<file path="config.mk">
export PLATFORM = sky130hd
export DESIGN_NAME = i2c_defer_master
export DESIGN_NICKNAME = d
export VERILOG_FILES = /design/src/rtl/i2c_defer_master.sv
export SDC_FILE = /design/constraint.sdc
export NUM_CORES = 1
export LEC_CHECK = 0
export BUFFER_PORTS_ARGS = -buffer_cell sky130_fd_sc_hd__buf_2
export CORE_MARGIN = 2
export CORE_UTILIZATION = 40
export CTS_CLUSTER_SIZE = 25
export DETAILED_ROUTE_END_ITERATION = 16
export MAX_ROUTING_LAYER = met4
export PLACE_DENSITY = 0.62
export SLEW_MARGIN = 20
export SYNTH_ARGS = -nofsm -noshare
export SYNTH_HDL_FRONTEND = slang
export SYNTH_SLANG_ARGS = --single-unit
</file>
<file path="constraint.sdc">
create_clock -name clk -period 5.2 [get_ports clk]
set_clock_uncertainty 0.1 [all_clocks]
set_input_delay 0.52 -clock clk [delete_from_list [all_inputs] [get_ports clk]]
set_output_delay 0.52 -clock clk [all_outputs]
set_load 0.005 [all_outputs]
</file>
<file path="src/rtl/i2c_defer_master.sv">
module i2c_defer_master #(
  parameter int CLK_HZ = 200_000_000,
  parameter int Q_SLOW = CLK_HZ / 200_000,
  parameter int Q_STD  = CLK_HZ / 400_000,
  parameter int Q_FAST = CLK_HZ / 1_600_000,
  parameter int US_CYC = CLK_HZ / 1_000_000
) (
  input  logic       clk,
  input  logic       rst_n,
  input  logic [1:0] speed_sel,
  input  logic       cmd_valid,
  output logic       cmd_ready,
  input  logic [2:0] cmd_op,
  input  logic [7:0] cmd_data,
  input  logic       sda_in,
  output logic       scl_oe,
  output logic       sda_oe,
  output logic       done,
  output logic [7:0] rd_data,
  output logic       ack_rx,
  output logic       ack_pending
);
  localparam int QMAX = (Q_SLOW > Q_STD) ? ((Q_SLOW > Q_FAST) ? Q_SLOW : Q_FAST)
                                         : ((Q_STD > Q_FAST) ? Q_STD : Q_FAST);
  localparam int QW = $clog2(QMAX + 1);
  localparam int UW = $clog2(US_CYC + 1);

  typedef enum logic [2:0] {S_IDLE, S_ACK, S_START, S_STOP, S_WR, S_RD, S_DLY} st_t;

  st_t          st, nxt;
  logic [1:0]   ph;
  logic [QW-1:0] qcnt, qlim, qsel;
  logic [3:0]   bcnt;
  logic [7:0]   sh, dly_n, cnt_us;
  logic [UW-1:0] cnt_cyc;
  logic         ack_low, hold_scl, hold_sda;
  logic         tick, bit_end, seg_last, bit_low, is_cond;

  function automatic st_t op2st(input logic [2:0] op);
    case (op)
      3'd0:    return S_START;
      3'd1:    return S_STOP;
      3'd2:    return S_WR;
      3'd3:    return S_RD;
      default: return S_DLY;
    endcase
  endfunction

  assign qsel = (speed_sel == 2'd0) ? QW'(Q_SLOW) :
                (speed_sel == 2'd1) ? QW'(Q_STD)  : QW'(Q_FAST);
  assign is_cond   = (cmd_op == 3'd0) || (cmd_op == 3'd1);
  assign cmd_ready = (st == S_IDLE);
  assign tick      = (qcnt == qlim - 1'b1);
  assign bit_end   = tick && (ph == 2'd3);
  assign seg_last  = (st == S_WR) ? (bcnt == 4'd8) :
                     (st == S_RD) ? (bcnt == 4'd7) : 1'b1;
  assign bit_low   = (st == S_ACK) ? ack_low :
                     (st == S_WR)  ? ((bcnt != 4'd8) && !sh[7]) : 1'b0;

  always_comb begin
    scl_oe = hold_scl;
    sda_oe = hold_sda;
    case (st)
      S_ACK, S_WR, S_RD: begin
        scl_oe = (ph == 2'd0) || (ph == 2'd3);
        sda_oe = bit_low;
      end
      S_START: begin
        scl_oe = (ph == 2'd0) ? hold_scl : 1'b0;
        sda_oe = ph[1];
      end
      S_STOP: begin
        scl_oe = !ph[1];
        sda_oe = (ph == 2'd0) ? hold_sda : (ph != 2'd3);
      end
      default: ;
    endcase
  end

  always_ff @(posedge clk) begin
    if (!rst_n) begin
      st <= S_IDLE;  nxt <= S_IDLE;
      ph <= '0;      qcnt <= '0;  qlim <= '0;  bcnt <= '0;
      sh <= '0;      dly_n <= '0; cnt_us <= '0; cnt_cyc <= '0;
      ack_low <= 1'b0; hold_scl <= 1'b0; hold_sda <= 1'b0;
      done <= 1'b0;  rd_data <= '0; ack_rx <= 1'b0; ack_pending <= 1'b0;
    end else begin
      done <= 1'b0;
      case (st)
        S_IDLE: if (cmd_valid) begin
          qlim <= qsel;  qcnt <= '0;  ph <= '0;  bcnt <= '0;
          sh <= cmd_data;  dly_n <= cmd_data;
          cnt_us <= '0;  cnt_cyc <= '0;
          nxt <= op2st(cmd_op);
          ack_low <= !is_cond;
          ack_pending <= 1'b0;
          st <= ack_pending ? S_ACK : op2st(cmd_op);
        end
        S_DLY: begin
          if (cnt_cyc == UW'(US_CYC - 1)) begin
            cnt_cyc <= '0;
            if (cnt_us == dly_n - 8'd1) begin
              st <= S_IDLE;
              done <= 1'b1;
            end else cnt_us <= cnt_us + 8'd1;
          end else cnt_cyc <= cnt_cyc + 1'b1;
        end
        default: begin
          qcnt <= tick ? '0 : qcnt + 1'b1;
          if (tick) ph <= ph + 2'd1;
          if (tick && ph == 2'd1 && st == S_RD) sh <= {sh[6:0], sda_in};
          if (tick && ph == 2'd1 && st == S_WR && bcnt == 4'd8) ack_rx <= !sda_in;
          if (bit_end) begin
            bcnt <= bcnt + 4'd1;
            if (st == S_WR) sh <= {sh[6:0], 1'b0};
            if (seg_last) begin
              st <= S_IDLE;
              done <= 1'b1;
              case (st)
                S_ACK: begin
                  hold_scl <= 1'b1; hold_sda <= 1'b0;
                  st <= nxt; done <= 1'b0; bcnt <= '0;
                end
                S_START: begin hold_scl <= 1'b1; hold_sda <= 1'b1; end
                S_STOP:  begin hold_scl <= 1'b0; hold_sda <= 1'b0; end
                S_RD: begin
                  hold_scl <= 1'b1; hold_sda <= 1'b0;
                  rd_data <= sh; ack_pending <= 1'b1;
                end
                default: begin hold_scl <= 1'b1; hold_sda <= 1'b0; end
              endcase
            end
          end
        end
      endcase
    end
  end

  AST_SDA_MOVES_UNDER_LOW_SCL: assert property (@(posedge clk) disable iff (!rst_n)
    (!scl_oe && !$past(scl_oe) && (sda_oe != $past(sda_oe))) |-> (st == S_START || st == S_STOP));
  AST_DONE_SINGLE: assert property (@(posedge clk) disable iff (!rst_n)
    done |=> !done);
  AST_PEND_CLEARS: assert property (@(posedge clk) disable iff (!rst_n)
    (cmd_valid && cmd_ready) |=> !ack_pending);
  AST_PEND_WITH_DONE: assert property (@(posedge clk) disable iff (!rst_n)
    $rose(ack_pending) |-> done);
  AST_STOP_LEAVES_FREE: assert property (@(posedge clk) disable iff (!rst_n)
    (done && $past(st) == S_STOP) |-> (!scl_oe && !sda_oe));
  AST_START_LEAVES_LOW: assert property (@(posedge clk) disable iff (!rst_n)
    (done && $past(st) == S_START) |-> (scl_oe && sda_oe));
endmodule

</file>
; Word level (Yosys, flattened, before mapping)
; Cells that the tools add are included.
[word_totals]
wordCells = 139
out_inout_bits = 14
inputBits = 17
ff_bits = 78
[op_classes]
n_eq_ne = 23
reduce_logical = 36
bitwise_logic = 2
addsub = 7
mux = 54
[ops]
columns = cell, n
row1 = two-way mux 8 bit, 8
row2 = one-hot mux 8 bit (2 select lines), 3
row3 = two-way mux 10 bit, 3
row4 = two-way mux 3 bit, 7
row5 = one-hot mux 10 bit (2 select lines), 1
row6 = two-way mux 1 bit, 17
row7 = adder 8 x 1 -> 8 bit (second input constant), 2
row8 = two-way mux 4 bit, 4
row9 = equality test 3 x 2 -> 1 bit (second input constant), 4
row10 = one-hot mux 3 bit (4 select lines), 1
row11 = adder 10 x 1 -> 10 bit (second input constant), 1
row12 = equality test 10 bit, 1
row13 = != test 2 bit (second input constant), 5
row14 = AND reduction 5 bit, 2
row15 = nonzero test 2 bit, 5
row16 = subtractor 10 x 1 -> 10 bit (second input constant), 1
row17 = equality test 3 bit (second input constant), 3
row18 = two-way mux 9 bit, 1
row19 = AND reduction 3 bit, 3
row20 = equality test 8 bit, 1
row21 = equality test 8 bit (second input constant), 1
row22 = one-hot mux 4 bit (2 select lines), 1
row23 = AND reduction 2 bit, 4
row24 = AND reduction 4 bit, 2
row25 = other kinds (23), 41

; Logic depth before layout (Yosys ltp)
[logic_depth]
depth_word = 8
ltp_mapped = 10
mapped_depth_nobuf = 9

; Worst setup path before layout
; Ideal clock, no wire load.
[synth_path]
path_kind = reg-to-reg
start = reg dly_n[0]
end = reg st[1]
arrival_ps = 2170
slack_ps = 2858
n_path_buf = 0
setup_ps = 72
required_time_ps = 5028
synth_period_minus_slack_ps = 2342
stages_incl_launch_ff = 10
path_cell_list = dfxtp_1 > inv_1 > ha_1 > or3b_1 > nor2_1 > nand2_1 > a2111oi_4 > and3_1 > a2bb2oi_2 > mux2i_1
[synth_between]
elab_chain_len = 4
[synth_lines]
columns = item, line_no
row1 = start: declaration, 34  ; logic [7:0] sh, dly_n, cnt_us;
row2 = start signal: assignment, 92  ; sh <= cmd_data; dly_n <= cmd_data;
row3 = subtractor 8 x 1 -> 8 bit, 102  ; if (cnt_us == dly_n - 8'd1) begin
row4 = equality test 8 bit, 102
row5 = != test 2 bit (no source line), --
row6 = AND reduction 5 bit (no source line), --
row7 = end signal: assignment, 97  ; st <= ack_pending ? S_ACK : op2st(cmd_op);
row8 = end: declaration, 30  ; st_t st, nxt;
; No other way between the ends.
; A chain may end at the register's enable or synchronous reset.

; Worst setup path in the final report
[layout_path]
start = reg st[2]
end = reg qlim[4]
[layout_between]
elab_chain_len = 2
[layout_lines]
columns = item, line_no
row1 = zero test 3 bit, 89  ; case (st)
row2 = AND reduction 2 bit (no source line), --
row3 = end signal: assignment, 83  ; ph <= '0; qcnt <= '0; qlim <= '0; bcnt <= '0;
row4 = end signal: assignment, 91  ; qlim <= qsel; qcnt <= '0; ph <= '0; bcnt <= '0;
row5 = end: declaration, 32  ; logic [QW-1:0] qcnt, qlim, qsel;
; No other way between the ends.

==> impl_metrics.py <==
metrics = {
    "status": {
        "status": "finished, final reports clean",
    },
    "timing": {
        "rsz0062_at_grt": "no",
        "holdWs_ns": 0.3309,
        "finalSetupViolCount": 0,
        "worstMarginPinSlew_ns": 0.9735,
        "fin_ws_ns": 2.163,
        "slew_headroom_pct": 35.10,
        "hold_viol": 0,
        "final_max_slew_viol_count": 0,
        "tns_ns": 0,
        "final.period_utilization_pct": 58.41,
        "fmax_mhz": 329.3,
        "min_period_ns": 3.037,
    },
    "layout": {
        "area_growth_pct": 11.46,
        "drive_gt1_share_pct": 12.48,
        "fin_nets": 551,
        "diodes": 0,
        "fin_cells": 662,
        "post-route-util_pct": 46.10,
        "final_cell_area_mm2": 0.004527,
    },
    "clock_tree": {
        "cts_root_buf": "clkbuf_8",
        "cts_tree": "built",
        "cts_sinks": 74,
        "cts_htree_levels": 3,
        "cts.path.max_buffers": 2,
        "post_cts_buffers": 0,
        "post_cts_resized": 0,
        "cts_buffers": 9,
        "ctsHoldBuffers": 0,
        "clock_latency_ns": 0.36,
        "path_clk_slew_ns": 0.08,
    },
    "synth": {
        "synthArstFlopShare_pct": 0,
        "ys_ff_latch": 74,
        "syn-mean-instance-area_um2": 8.042,
        "syn_nets": 532,
        "yosys_warnings": 0,
        "syn-cell-area_mm2": 0.004061,
        "synth_ff_type": "dfxtp_1",
        "ys_seq_area_share_pct": 36.48,
        "synth.distinct_cells": 60,
        "synth_edf_count": 0,
        "postSynthCellCount": 505,
    },
    "routing": {
        "vias": 3581,
        "viasPerCell": 5.409,
        "detail_route.wl_per_cell_um": 14.40,
        "drt-initial-drc-count": 198,
        "wirelength_um": 9534,
        "first_pass_iters": 4,
        "ant_nets": 0,
        "drc_errors": 0,
    },
    "grt": {
        "grt_overflow": 0,
        "grt_first_pass_wirelength_um": 15870,
        "gr-usage-all-layers_pct": 18.20,
        "antenna_found_initial": 0,
        "grt_pass1_vias": 3323,
        "grt_start_max_net_pins": 26,
    },
    "min_path": {
        "hold_path_class": "input pin to flop",
    },
    "power": {
        "total_power_mw": 1.490,
        "ir_drop_uv": 154.0,
        "p_leak_nw": 1.748,
        "power_density_mw_per_mm2": 329.2,
    },
    "critical_path": {
        "endpoint_kind": "flop",
        "critical_path.max_fanout": 18,
        "critPathRequiredTime_ns": 5.33,
        "path_class": "flop to flop",
        "cp-start-kind": "flop",
        "crit_arrival_ns": 3.16,
    },
    "placement": {
        "pre_cts_ws_ns": 2.189,
        "place.port_buffers": 30,
        "placed_cells": 646,
        "postPlaceCellArea_mm2": 0.004298,
        "gp_congestion": 0.8725,
        "dp_hpwl_um": 6835,
    },
    "floorplan": {
        "num_io_pins": 31,
        "die_x_um": 104.8,
        "rows": 36,
        "initial_core_util_pct": 41.36,
        "dieHeight_um": 104.8,
        "die_area_mm2": 0.01098,
        "core_mm2": 0.009819,
    },
    "run": {
        "maxCapViolations": 0,
    },
}
-- report_power, final --
part           internal, mW  switching, mW  leakage [nW]
clock                 0.297          0.221         0.117
combinational         0.120          0.191          1.03
sequential            0.605         0.0556         0.602
-- synth_stat cells (11+ instances only) --
cell type   n  area (um^2)
nand3_1    15        75.07
o21ai_0    17        85.08
or3_1      18        112.6
nand2_1    65        244.0
inv_1      16        60.06
mux2i_1    19        190.2
dfxtp_1    74         1481
a21oi_1    33        165.2
nor2_1     70        262.8
xnor2_1    15        131.4
xor2_1     12        105.1
clkbuf_1   22        82.58
nand4_1    11        68.82
-- placed cells by master (no fill, tap or decap), types with 15 or more instances in the layout --
master | netlist | layout
a21oi_1 | 33 | 33
buf_2 | 1 | 30
dfxtp_1 | 74 | 74
inv_1 | 16 | 16
mux2i_1 | 19 | 19
nand2_1 | 65 | 65
nand3_1 | 15 | 15
nor2_1 | 70 | 70
o21ai_0 | 17 | 17
or3_1 | 18 | 18
xnor2_1 | 15 | 15
-- cell type report --
type | count | area [um^2]
clock buffers | 12 | 155.1
clock inverters | 4 | 73.82
fillers | 999 | 5293
inverters | 16 | 60.06
multi-input cells | 391 | 2425
flip-flops and latches | 74 | 1481
well taps | 133 | 166.4
repair buffers | 32 | 165.2
-- state kept, by name, indices dropped and copies added (netlist names), 2 cells and up --
| register | flops |
|---|---|
| cnt_cyc | 8 |
| dly_n | 8 |
| ph | 2 |
| qlim | 6 |
| bcnt | 4 |
| sh | 8 |
| rd_data | 8 |
| st | 3 |
| nxt | 3 |
| cnt_us | 8 |
| qcnt | 10 |
-- critical path, cell delays in order, from the launching register on --
cell	delay, ns
dfxtp_1	0.48
nor2_1	0.48
nand2_1	0.40
inv_1	0.45
nand2_1	0.40
or3_1	0.44
o21ai_0	0.09
nor2_1	0.06
-- metal layers --
layer	GRT usage [%]	part of all wire (%)	up-vias
met1	24.24	50	1671
met2	27.50	45	73
met5	-	0	-
met4	6.857	1.5	0
li1	-	-	1824
met3	3.306	4.3	13
-- kinds of logic (layout without fill, tap and decap cells) --
kind of cell | Yosys count | after routing | synth area share [%]
AO/OA/AOI/OAI | 103 | 103 | 17.99
XOR/XNOR | 27 | 27 | 5.823
AND/OR/NAND/NOR | 231 | 231 | 27.85
multiplexers | 20 | 20 | 4.960
buffers and inverters | 40 | 64 | 3.820
adder cells (fa/ha/maj) | 10 | 10 | 3.081
flip-flops | 74 | 74 | 36.48
-- path summary, 6_finish.rpt --
path / from / to / slack, ns / depth (start not counted)
setup / recovery: st[2] / qlim[4] / 2.16 / 7
hold / removal: cmd_data[3] / dly_n[3] / 0.33 / 3
setup reg to reg: st[2] / qlim[4] / 2.16 / 7
hold reg to reg: nxt[0] / nxt[0] / 0.37 / 2
(Power assumes the default switching activity.)
